$ cat config.mk
export PLATFORM = sky130hd
export DESIGN_NAME = touch_cal_mapper
export DESIGN_NICKNAME = d
export VERILOG_FILES = /design/src/rtl/tcm_pkg.sv /design/src/rtl/tcm_sdiv.sv /design/src/rtl/tcm_bounds.sv /design/src/rtl/tcm_seq.sv /design/src/rtl/touch_cal_mapper.sv
export SDC_FILE = /design/constraint.sdc
export NUM_CORES = 2
export LEC_CHECK = 0
export ABC_AREA = 1
export BUFFER_PORTS_ARGS = -buffer_cell sky130_fd_sc_hd__buf_4
export CORE_ASPECT_RATIO = 0.75
export CORE_MARGIN = 2
export CORE_UTILIZATION = 54
export DETAILED_ROUTE_END_ITERATION = 10
export PLACE_DENSITY = 0.7
export SYNTH_ARGS = -nofsm -noshare
export SYNTH_HDL_FRONTEND = slang
export SYNTH_HIERARCHICAL = 1
export SYNTH_SLANG_ARGS = --single-unit
export TNS_END_PERCENT = 1
$ cat constraint.sdc
create_clock -name clk -period 11.45 [get_ports clk]
set_clock_uncertainty 0.05 [all_clocks]
set_input_delay 0.5725 -clock clk [delete_from_list [all_inputs] [get_ports clk]]
set_output_delay 0.5725 -clock clk [all_outputs]
set_load 0.02 [all_outputs]
$ cat src/rtl/tcm_pkg.sv
package tcm_pkg;

  typedef enum logic [2:0] {
    ST_IDLE,
    ST_CWAIT,
    ST_ISSUE,
    ST_DWAIT,
    ST_EMIT,
    ST_COMMIT
  } tcm_state_e;

  typedef enum logic [2:0] {
    OP_MX,
    OP_MY,
    OP_AL,
    OP_AT,
    OP_AR,
    OP_AB,
    OP_EX,
    OP_EY
  } tcm_op_e;

endpackage

$ cat src/rtl/tcm_sdiv.sv
module tcm_sdiv #(
  parameter int NW = 27,
  parameter int DW = 15
) (
  input  logic                 clk,
  input  logic                 rst_n,
  input  logic                 start_i,
  input  logic signed [NW-1:0] num_i,
  input  logic signed [DW-1:0] den_i,
  output logic                 busy_o,
  output logic                 done_o,
  output logic signed [NW-1:0] quo_o
);
  localparam int CNTW = $clog2(NW + 1);

  logic            busy_q, busy_d;
  logic [CNTW-1:0] cnt_q, cnt_d;
  logic [NW-1:0]   n_q, n_d, q_q, q_d;
  logic [DW:0]     r_q, r_d;
  logic [DW-1:0]   d_q, d_d;
  logic            neg_q, neg_d, done_q, done_d;
  logic signed [NW-1:0] quo_q, quo_d;

  logic [DW:0]   r_sh, r_diff;
  logic          ge;
  logic [NW-1:0] q_fin;

  always_comb begin
    r_sh   = {r_q[DW-1:0], n_q[NW-1]};
    r_diff = r_sh - {1'b0, d_q};
    ge     = (r_sh >= {1'b0, d_q});
    q_fin  = {q_q[NW-2:0], ge};

    busy_d = busy_q;
    cnt_d  = cnt_q;
    n_d    = n_q;
    q_d    = q_q;
    r_d    = r_q;
    d_d    = d_q;
    neg_d  = neg_q;
    quo_d  = quo_q;
    done_d = 1'b0;

    if (start_i && !busy_q) begin
      busy_d = 1'b1;
      cnt_d  = CNTW'(NW);
      n_d    = num_i[NW-1] ? $unsigned(-num_i) : $unsigned(num_i);
      d_d    = den_i[DW-1] ? $unsigned(-den_i) : $unsigned(den_i);
      neg_d  = num_i[NW-1] ^ den_i[DW-1];
      r_d    = '0;
      q_d    = '0;
    end else if (busy_q) begin
      n_d   = {n_q[NW-2:0], 1'b0};
      r_d   = ge ? r_diff : r_sh;
      q_d   = q_fin;
      cnt_d = cnt_q - 1'b1;
      if (cnt_q == CNTW'(1)) begin
        busy_d = 1'b0;
        done_d = 1'b1;
        quo_d  = neg_q ? -$signed(q_fin) : $signed(q_fin);
      end
    end
  end

  always_ff @(posedge clk or negedge rst_n) begin
    if (!rst_n) begin
      busy_q <= 1'b0;
      cnt_q  <= '0;
      n_q    <= '0;
      q_q    <= '0;
      r_q    <= '0;
      d_q    <= '0;
      neg_q  <= 1'b0;
      done_q <= 1'b0;
      quo_q  <= '0;
    end else begin
      busy_q <= busy_d;
      cnt_q  <= cnt_d;
      n_q    <= n_d;
      q_q    <= q_d;
      r_q    <= r_d;
      d_q    <= d_d;
      neg_q  <= neg_d;
      done_q <= done_d;
      quo_q  <= quo_d;
    end
  end

  assign busy_o = busy_q;
  assign done_o = done_q;
  assign quo_o  = quo_q;

  // a new division is never launched on top of a running one
  p_no_restart_r4: assert property (@(posedge clk) disable iff (!rst_n)
    start_i |-> !busy_q);

  // completion only follows a busy interval
  p_done_after_busy_r4: assert property (@(posedge clk) disable iff (!rst_n)
    done_q |-> $past(busy_q));

  // zero divisors never reach the divider
  p_nonzero_den_r5: assert property (@(posedge clk) disable iff (!rst_n)
    start_i |-> (den_i != '0));

endmodule

$ cat src/rtl/tcm_bounds.sv
module tcm_bounds #(
  parameter int BW  = 14,
  parameter int L0  = 0,
  parameter int R0  = 4095,
  parameter int T0  = 0,
  parameter int B0  = 4095
) (
  input  logic                 clk,
  input  logic                 rst_n,
  input  logic                 ld_i,
  input  logic signed [BW-1:0] l_i,
  input  logic signed [BW-1:0] r_i,
  input  logic signed [BW-1:0] t_i,
  input  logic signed [BW-1:0] b_i,
  output logic signed [BW-1:0] l_o,
  output logic signed [BW-1:0] r_o,
  output logic signed [BW-1:0] t_o,
  output logic signed [BW-1:0] b_o
);
  logic signed [BW-1:0] l_q, r_q, t_q, b_q;
  logic signed [BW-1:0] l_d, r_d, t_d, b_d;

  always_comb begin
    l_d = l_q;
    r_d = r_q;
    t_d = t_q;
    b_d = b_q;
    if (ld_i) begin
      l_d = l_i;
      r_d = r_i;
      t_d = t_i;
      b_d = b_i;
    end
  end

  always_ff @(posedge clk or negedge rst_n) begin
    if (!rst_n) begin
      l_q <= BW'(L0);
      r_q <= BW'(R0);
      t_q <= BW'(T0);
      b_q <= BW'(B0);
    end else begin
      l_q <= l_d;
      r_q <= r_d;
      t_q <= t_d;
      b_q <= b_d;
    end
  end

  assign l_o = l_q;
  assign r_o = r_q;
  assign t_o = t_q;
  assign b_o = b_q;

  // working bounds move only on the commit cycle
  p_bounds_hold_r8: assert property (@(posedge clk) disable iff (!rst_n)
    !ld_i |=> $stable({l_q, r_q, t_q, b_q}));

endmodule

$ cat src/rtl/tcm_seq.sv
module tcm_seq
  import tcm_pkg::*;
#(
  parameter int RW = 12,
  parameter int WW = 11,
  parameter int CW = 4,
  parameter int BW = 14,
  parameter int DW = 15,
  parameter int NW = 27
) (
  input  logic                 clk,
  input  logic                 rst_n,
  input  logic [WW-1:0]        disp_w_i,
  input  logic [WW-1:0]        disp_h_i,
  input  logic                 raw_valid_i,
  output logic                 raw_ready_o,
  input  logic [RW-1:0]        raw_x_i,
  input  logic [RW-1:0]        raw_y_i,
  input  logic                 cal_start_i,
  input  logic [CW-1:0]        cal_count_i,
  output logic                 cal_target_sel_o,
  input  logic signed [BW-1:0] bnd_l_i,
  input  logic signed [BW-1:0] bnd_r_i,
  input  logic signed [BW-1:0] bnd_t_i,
  input  logic signed [BW-1:0] bnd_b_i,
  output logic                 ld_o,
  output logic signed [BW-1:0] new_l_o,
  output logic signed [BW-1:0] new_r_o,
  output logic signed [BW-1:0] new_t_o,
  output logic signed [BW-1:0] new_b_o,
  output logic                 div_start_o,
  output logic signed [NW-1:0] div_num_o,
  output logic signed [DW-1:0] div_den_o,
  input  logic                 div_busy_i,
  input  logic                 div_done_i,
  input  logic signed [NW-1:0] div_quo_i,
  output logic                 out_valid_o,
  output logic signed [NW-1:0] out_x_o,
  output logic signed [NW-1:0] out_y_o,
  output logic                 out_err_o,
  output logic                 cal_done_o
);
  tcm_state_e st_q, st_d;
  tcm_op_e    op_q, op_d;
  logic            tsel_q, tsel_d;
  logic [CW-1:0]   iter_q, iter_d, cnt_q, cnt_d;
  logic [RW-1:0]   sx_q, sx_d, sy_q, sy_d;
  logic signed [BW-1:0] acl_q, acl_d, act_q, act_d, acr_q, acr_d, acb_q, acb_d;
  logic signed [BW-1:0] dx_q, dx_d, dy_q, dy_d;
  logic signed [NW-1:0] rx_q, rx_d, ry_q, ry_d;
  logic            err_q, err_d;

  // operand preparation
  logic signed [NW-1:0] sx_e, sy_e, w_e, h_e, lb_e, tb_e, it_e;
  logic signed [NW-1:0] acl_e, act_e, acr_e, acb_e;
  logic signed [DW-1:0] span_x, span_y, inc;
  logic                 zsk;
  logic                 fin;
  logic signed [NW-1:0] fv;

  always_comb begin
    sx_e  = $signed({{(NW-RW){1'b0}}, sx_q});
    sy_e  = $signed({{(NW-RW){1'b0}}, sy_q});
    w_e   = $signed({{(NW-WW){1'b0}}, disp_w_i});
    h_e   = $signed({{(NW-WW){1'b0}}, disp_h_i});
    lb_e  = {{(NW-BW){bnd_l_i[BW-1]}}, bnd_l_i};
    tb_e  = {{(NW-BW){bnd_t_i[BW-1]}}, bnd_t_i};
    it_e  = $signed({{(NW-CW){1'b0}}, iter_q});
    acl_e = {{(NW-BW){acl_q[BW-1]}}, acl_q};
    act_e = {{(NW-BW){act_q[BW-1]}}, act_q};
    acr_e = {{(NW-BW){acr_q[BW-1]}}, acr_q};
    acb_e = {{(NW-BW){acb_q[BW-1]}}, acb_q};
    span_x = {bnd_r_i[BW-1], bnd_r_i} - {bnd_l_i[BW-1], bnd_l_i};
    span_y = {bnd_b_i[BW-1], bnd_b_i} - {bnd_t_i[BW-1], bnd_t_i};
    inc    = $signed({{(DW-CW){1'b0}}, iter_q}) + DW'(1);

    zsk = 1'b0;
    case (op_q)
      OP_MX: begin
        div_num_o = w_e * (sx_e - lb_e);
        div_den_o = span_x;
        zsk       = (span_x == '0);
      end
      OP_MY: begin
        div_num_o = h_e * (sy_e - tb_e);
        div_den_o = span_y;
        zsk       = (span_y == '0);
      end
      OP_AL: begin
        div_num_o = acl_e * it_e + sx_e;
        div_den_o = inc;
      end
      OP_AT: begin
        div_num_o = act_e * it_e + sy_e;
        div_den_o = inc;
      end
      OP_AR: begin
        div_num_o = acr_e * it_e + sx_e;
        div_den_o = inc;
      end
      OP_AB: begin
        div_num_o = acb_e * it_e + sy_e;
        div_den_o = inc;
      end
      OP_EX: begin
        div_num_o = acr_e - acl_e;
        div_den_o = DW'(3);
      end
      default: begin
        div_num_o = acb_e - act_e;
        div_den_o = DW'(3);
      end
    endcase
  end

  // next-state logic
  always_comb begin
    st_d   = st_q;
    op_d   = op_q;
    tsel_d = tsel_q;
    iter_d = iter_q;
    cnt_d  = cnt_q;
    sx_d   = sx_q;
    sy_d   = sy_q;
    acl_d  = acl_q;
    act_d  = act_q;
    acr_d  = acr_q;
    acb_d  = acb_q;
    dx_d   = dx_q;
    dy_d   = dy_q;
    rx_d   = rx_q;
    ry_d   = ry_q;
    err_d  = err_q;
    div_start_o = 1'b0;
    fin    = 1'b0;
    fv     = '0;

    case (st_q)
      ST_IDLE: begin
        if (raw_valid_i) begin
          sx_d  = raw_x_i;
          sy_d  = raw_y_i;
          err_d = 1'b0;
          op_d  = OP_MX;
          st_d  = ST_ISSUE;
        end else if (cal_start_i) begin
          cnt_d  = cal_count_i;
          iter_d = '0;
          tsel_d = 1'b0;
          acl_d  = '0;
          act_d  = '0;
          acr_d  = '0;
          acb_d  = '0;
          if (cal_count_i == '0) begin
            op_d = OP_EX;
            st_d = ST_ISSUE;
          end else begin
            st_d = ST_CWAIT;
          end
        end
      end
      ST_CWAIT: begin
        if (raw_valid_i) begin
          sx_d = raw_x_i;
          sy_d = raw_y_i;
          op_d = tsel_q ? OP_AR : OP_AL;
          st_d = ST_ISSUE;
        end
      end
      ST_ISSUE: begin
        if (zsk) begin
          fin   = 1'b1;
          err_d = 1'b1;
        end else begin
          div_start_o = 1'b1;
          st_d        = ST_DWAIT;
        end
      end
      ST_DWAIT: begin
        if (div_done_i) begin
          fin = 1'b1;
          fv  = div_quo_i;
        end
      end
      ST_EMIT:   st_d = ST_IDLE;
      ST_COMMIT: st_d = ST_IDLE;
      default:   st_d = ST_IDLE;
    endcase

    if (fin) begin
      case (op_q)
        OP_MX: begin
          rx_d = fv;
          op_d = OP_MY;
          st_d = ST_ISSUE;
        end
        OP_MY: begin
          ry_d = fv;
          st_d = ST_EMIT;
        end
        OP_AL: begin
          acl_d = fv[BW-1:0];
          op_d  = OP_AT;
          st_d  = ST_ISSUE;
        end
        OP_AT: begin
          act_d  = fv[BW-1:0];
          tsel_d = 1'b1;
          st_d   = ST_CWAIT;
        end
        OP_AR: begin
          acr_d = fv[BW-1:0];
          op_d  = OP_AB;
          st_d  = ST_ISSUE;
        end
        OP_AB: begin
          acb_d  = fv[BW-1:0];
          iter_d = iter_q + 1'b1;
          tsel_d = 1'b0;
          if (({1'b0, iter_q} + 1'b1) == {1'b0, cnt_q}) begin
            op_d = OP_EX;
            st_d = ST_ISSUE;
          end else begin
            st_d = ST_CWAIT;
          end
        end
        OP_EX: begin
          dx_d = fv[BW-1:0];
          op_d = OP_EY;
          st_d = ST_ISSUE;
        end
        default: begin
          dy_d = fv[BW-1:0];
          st_d = ST_COMMIT;
        end
      endcase
    end
  end

  always_ff @(posedge clk or negedge rst_n) begin
    if (!rst_n) begin
      st_q   <= ST_IDLE;
      op_q   <= OP_MX;
      tsel_q <= 1'b0;
      iter_q <= '0;
      cnt_q  <= '0;
      sx_q   <= '0;
      sy_q   <= '0;
      acl_q  <= '0;
      act_q  <= '0;
      acr_q  <= '0;
      acb_q  <= '0;
      dx_q   <= '0;
      dy_q   <= '0;
      rx_q   <= '0;
      ry_q   <= '0;
      err_q  <= 1'b0;
    end else begin
      st_q   <= st_d;
      op_q   <= op_d;
      tsel_q <= tsel_d;
      iter_q <= iter_d;
      cnt_q  <= cnt_d;
      sx_q   <= sx_d;
      sy_q   <= sy_d;
      acl_q  <= acl_d;
      act_q  <= act_d;
      acr_q  <= acr_d;
      acb_q  <= acb_d;
      dx_q   <= dx_d;
      dy_q   <= dy_d;
      rx_q   <= rx_d;
      ry_q   <= ry_d;
      err_q  <= err_d;
    end
  end

  assign raw_ready_o      = (st_q == ST_IDLE) || (st_q == ST_CWAIT);
  assign cal_target_sel_o = tsel_q;
  assign out_valid_o      = (st_q == ST_EMIT);
  assign cal_done_o       = (st_q == ST_COMMIT);
  assign out_x_o          = rx_q;
  assign out_y_o          = ry_q;
  assign out_err_o        = err_q;
  assign ld_o             = (st_q == ST_COMMIT);
  assign new_l_o          = acl_q - dx_q;
  assign new_r_o          = acr_q + dx_q;
  assign new_t_o          = act_q - dy_q;
  assign new_b_o          = acb_q + dy_q;

  // result strobe lasts a single cycle
  p_valid_pulse_r4: assert property (@(posedge clk) disable iff (!rst_n)
    out_valid_o |=> !out_valid_o);

  // no sample is taken while the divider works
  p_ready_free_r4: assert property (@(posedge clk) disable iff (!rst_n)
    raw_ready_o |-> !div_busy_i);

  // zero X span gives a zero X result with the error flag
  p_zero_span_x_r5: assert property (@(posedge clk) disable iff (!rst_n)
    (out_valid_o && (bnd_r_i == bnd_l_i)) |-> (out_err_o && (out_x_o == '0)));

  // zero Y span gives a zero Y result with the error flag
  p_zero_span_y_r5: assert property (@(posedge clk) disable iff (!rst_n)
    (out_valid_o && (bnd_b_i == bnd_t_i)) |-> (out_err_o && (out_y_o == '0)));

  // completion strobe lasts a single cycle
  p_done_pulse_r8: assert property (@(posedge clk) disable iff (!rst_n)
    cal_done_o |=> !cal_done_o);

  // mapping strobe and calibration completion never coincide
  p_excl_r6: assert property (@(posedge clk) disable iff (!rst_n)
    !(out_valid_o && cal_done_o));

endmodule

$ cat src/rtl/touch_cal_mapper.sv
module touch_cal_mapper #(
  parameter int RAW_W      = 12,
  parameter int DIM_W      = 11,
  parameter int CNT_W      = 4,
  parameter int RST_LEFT   = 0,
  parameter int RST_RIGHT  = 4095,
  parameter int RST_TOP    = 0,
  parameter int RST_BOTTOM = 4095,
  localparam int BND_W     = RAW_W + 2,
  localparam int DEN_W     = BND_W + 1,
  localparam int NUM_W     = DIM_W + BND_W + 2
) (
  input  logic                    clk,
  input  logic                    rst_n,
  input  logic [DIM_W-1:0]        disp_w,
  input  logic [DIM_W-1:0]        disp_h,
  input  logic                    raw_valid,
  output logic                    raw_ready,
  input  logic [RAW_W-1:0]        raw_x,
  input  logic [RAW_W-1:0]        raw_y,
  input  logic                    cal_start,
  input  logic [CNT_W-1:0]        cal_count,
  output logic                    cal_target_sel,
  output logic                    out_valid,
  output logic signed [NUM_W-1:0] out_x,
  output logic signed [NUM_W-1:0] out_y,
  output logic                    out_err,
  output logic                    cal_done
);
  logic                    ld;
  logic signed [BND_W-1:0] bl, br, bt, bb;
  logic signed [BND_W-1:0] nl, nr, nt, nb;
  logic                    dstart, dbusy, ddone;
  logic signed [NUM_W-1:0] dnum, dquo;
  logic signed [DEN_W-1:0] dden;

  tcm_bounds #(
    .BW(BND_W), .L0(RST_LEFT), .R0(RST_RIGHT), .T0(RST_TOP), .B0(RST_BOTTOM)
  ) u_bounds (
    .clk(clk), .rst_n(rst_n), .ld_i(ld),
    .l_i(nl), .r_i(nr), .t_i(nt), .b_i(nb),
    .l_o(bl), .r_o(br), .t_o(bt), .b_o(bb)
  );

  tcm_sdiv #(.NW(NUM_W), .DW(DEN_W)) u_div (
    .clk(clk), .rst_n(rst_n), .start_i(dstart), .num_i(dnum), .den_i(dden),
    .busy_o(dbusy), .done_o(ddone), .quo_o(dquo)
  );

  tcm_seq #(
    .RW(RAW_W), .WW(DIM_W), .CW(CNT_W), .BW(BND_W), .DW(DEN_W), .NW(NUM_W)
  ) u_seq (
    .clk(clk), .rst_n(rst_n),
    .disp_w_i(disp_w), .disp_h_i(disp_h),
    .raw_valid_i(raw_valid), .raw_ready_o(raw_ready),
    .raw_x_i(raw_x), .raw_y_i(raw_y),
    .cal_start_i(cal_start), .cal_count_i(cal_count),
    .cal_target_sel_o(cal_target_sel),
    .bnd_l_i(bl), .bnd_r_i(br), .bnd_t_i(bt), .bnd_b_i(bb),
    .ld_o(ld), .new_l_o(nl), .new_r_o(nr), .new_t_o(nt), .new_b_o(nb),
    .div_start_o(dstart), .div_num_o(dnum), .div_den_o(dden),
    .div_busy_i(dbusy), .div_done_i(ddone), .div_quo_i(dquo),
    .out_valid_o(out_valid), .out_x_o(out_x), .out_y_o(out_y),
    .out_err_o(out_err), .cal_done_o(cal_done)
  );

endmodule

==> flow_summary.toml <==
[global_route]
grt_start_max_net_pins = 157
grt_usage_pct = 33.5
antenna_found_initial = 2
grt_remaining_overflow = 0
grt_pass1_wl_microns = 232000
grt_pass1_vias = 40200

[worst_hold_path]
hp-class = "in -> async"

[clock_tree]
hold_buffers = 0
cts_tree = "yes"
cts.sinks = 352
postCtsSetupRepairBufs = 0
clk_pin_slew_worst_paths_ps = 70
cts_max_path_buffers = 3
ctsResizeCount = 0
clk_latency_ps = 600
cts_buffers = 39
htree_levels = 2
root_buffer = "clkbuf_16"

[floorplan]
dieArea_sq_mm = 0.0891
fp.dieH_microns = 259
row_count = 93
initial_core_util_pct = 54.6
die_x_microns = 344
core_area_sq_mm = 0.0859
pin_count = 113

[synth]
yosysTopAreaCell = "fa_1"
ys_warn_count = 6
synth-seq-area-share_pct = 18.9
yosysTopAreaCellShare_pct = 20.4
synth_fp_nets = 7367
synth_edf_count = 0
synth_area_leaders = "fa_1, dfrtp_1, nand2_1, ha_1, inv_1"
synth_commonest_cells = "nand2_1, inv_1, fa_1"
synthFlopType = "dfrtp_1"
synth_area_per_cell_sq_um = 7.32
ys_seq_elements = 352
syn_inst = 6398
synth_most_common_cell = "nand2_1"
synth.cell_area_sq_mm = 0.0468
ys_types = 65
async_flop_share_pct = 100

[setup_path]
crit_slowest_cell = "xor2_1"
cp.arrival_ps = 9920
cp_common_cell = "nand2_1"
crit_path_max_fanout = 19
end_kind = "flop"
path_class = "reg -> reg"
cp.required_ps = 11920
crit_path_start_kind = "flop"
slowest_delay_ps = 760

[sta]
min_period_ps = 9450
max_freq_mhz = 106
rsz0062_at_grt = "false"
slew_violations = 0
slew_headroom_pct = 4.05
setup_viol = 0
setup-tns-final_ps = 0
fin_crit_sh_pct = 82.5
timing.final.hold_violations = 0
worst_pin_slew_ps = 1430

[cells_and_area]
stdcell_count = 7595
antenna_cells = 0
drive_above_1_share_pct = 5.44
finalNetCount = 7397
area_growth_pct = 6.73

[route]
drt-wirelength-per-cell_microns = 19.3
routed_wl_microns = 147000
drtIter0Drc = 4417
viasPerCell = 5.54
postRouteAntennaNets = 0
dr.pass1.iters = 6
drc_errors = 0
vias = 42100

[placed_design]
gp_congestion = 1.02
hpwl_microns = 118000
io_buffers = 112
place_inst = 7527

[job]
drv_cap = 0

[status]
status = "finished clean"
## kinds of logic after synthesis
logic type                 share of synthesized area [%]
buffers and inverters                               12.2
DFF                                                 18.9
adders and majority gates                           32.1
AOI/OAI and AO/OA                                   11.7
xor gates and xnor gates                            2.97
and+or+nand+nor                                     21.7
muxes                                              0.433
## area by class of cell
class / instances / area, sq um
clock buffer: 50 / 1090
clock inverter: 18 / 256
fill: 8224 / 35900
sequential: 352 / 8840
multi-input combinational: 4566 / 32300
tap: 1140 / 1430
timing repair buffer: 145 / 1110
inverter: 1324 / 4970
## per-layer routing
metal / global-route usage [%] / wire length [microns]
met1: 50.6 / 67900
met2: 48.1 / 59900
met3: 7.74 / 15000
met4: 8.39 / 4040
met5: 0 / 18
## final timing paths
| check | startpoint | endpoint | slack, ps | depth (start not counted) |
|---|---|---|---|---|
| worst max register to register | u_seq/sy_q[0] | u_div/n_q[25] | 2000 | 39 |
| worst min register to register | u_bounds/b_o[3] | u_bounds/b_o[3] | 410 | 2 |
| worst max-delay path | u_seq/sy_q[0] | u_div/n_q[25] | 2000 | 39 |
| worst min-delay path | rst_n | u_div/r_q[5] | 40 | 1 |
| min in group clk | raw_y[11] | u_seq/sy_q[11] | 160 | 2 |
| max in group asynchronous | rst_n | u_seq/acr_q[11] | 9770 | 2 |
## stage by stage
step           hold slack [ps]  instance area [sq um]  setup WS (ps)  util, %
2_1_floorplan              227                  46800           3820        -
3_3_place_gp               403                  48700           2270     56.7
3_5_place_dp               406                  48700           2120     56.7
4_1_cts                   66.4                  50000           2110     58.2
5_1_grt                    110                  50000           1160     58.2
6_report                  35.2                  50000           2000     58.2
## state kept, by name, summed over array words and instances, names as in the netlist, 15 cells and up
name,cells
u_div/n_q,27
u_div/r_q,15
u_seq/out_x_o,27
u_div/q_q,26
u_div/quo_o,27
u_seq/out_y_o,27
u_div/d_q,15
## critical path, delay by kind of cell, from the launching register on
kind                     cells  cell delay, ps
adder cells (fa/ha/maj)      8            3350
AND/OR/NAND/NOR             15            1990
AO/OA/AOI/OAI                9            1810
buffers and inverters        6            1000
XOR/XNOR                     1             760
flip-flops                   1             380
## layout by cell type, fill, tap and decap left out, drive strengths merged, types with 18 or more instances in the layout
cell type     n
nand2      1647
inv        1315
fa          477
nor2        446
ha          438
o21ai       415
a21oi       360
dfrtp       328
nand3       215
buf         145
xor2        106
nor3         55
xnor2        53
clkbuf       50
nand4        45
or2          42
o22ai        41
a22oi        30
dfstp        24
nand3b       22
o21bai       20
clkinv       20
a21o         19
a21boi       19
o31ai        18
mux2         18
Power is left out: the tool's default activity adds up to more than one toggle a clock period on the data nets, which glitch-free logic cannot reach.
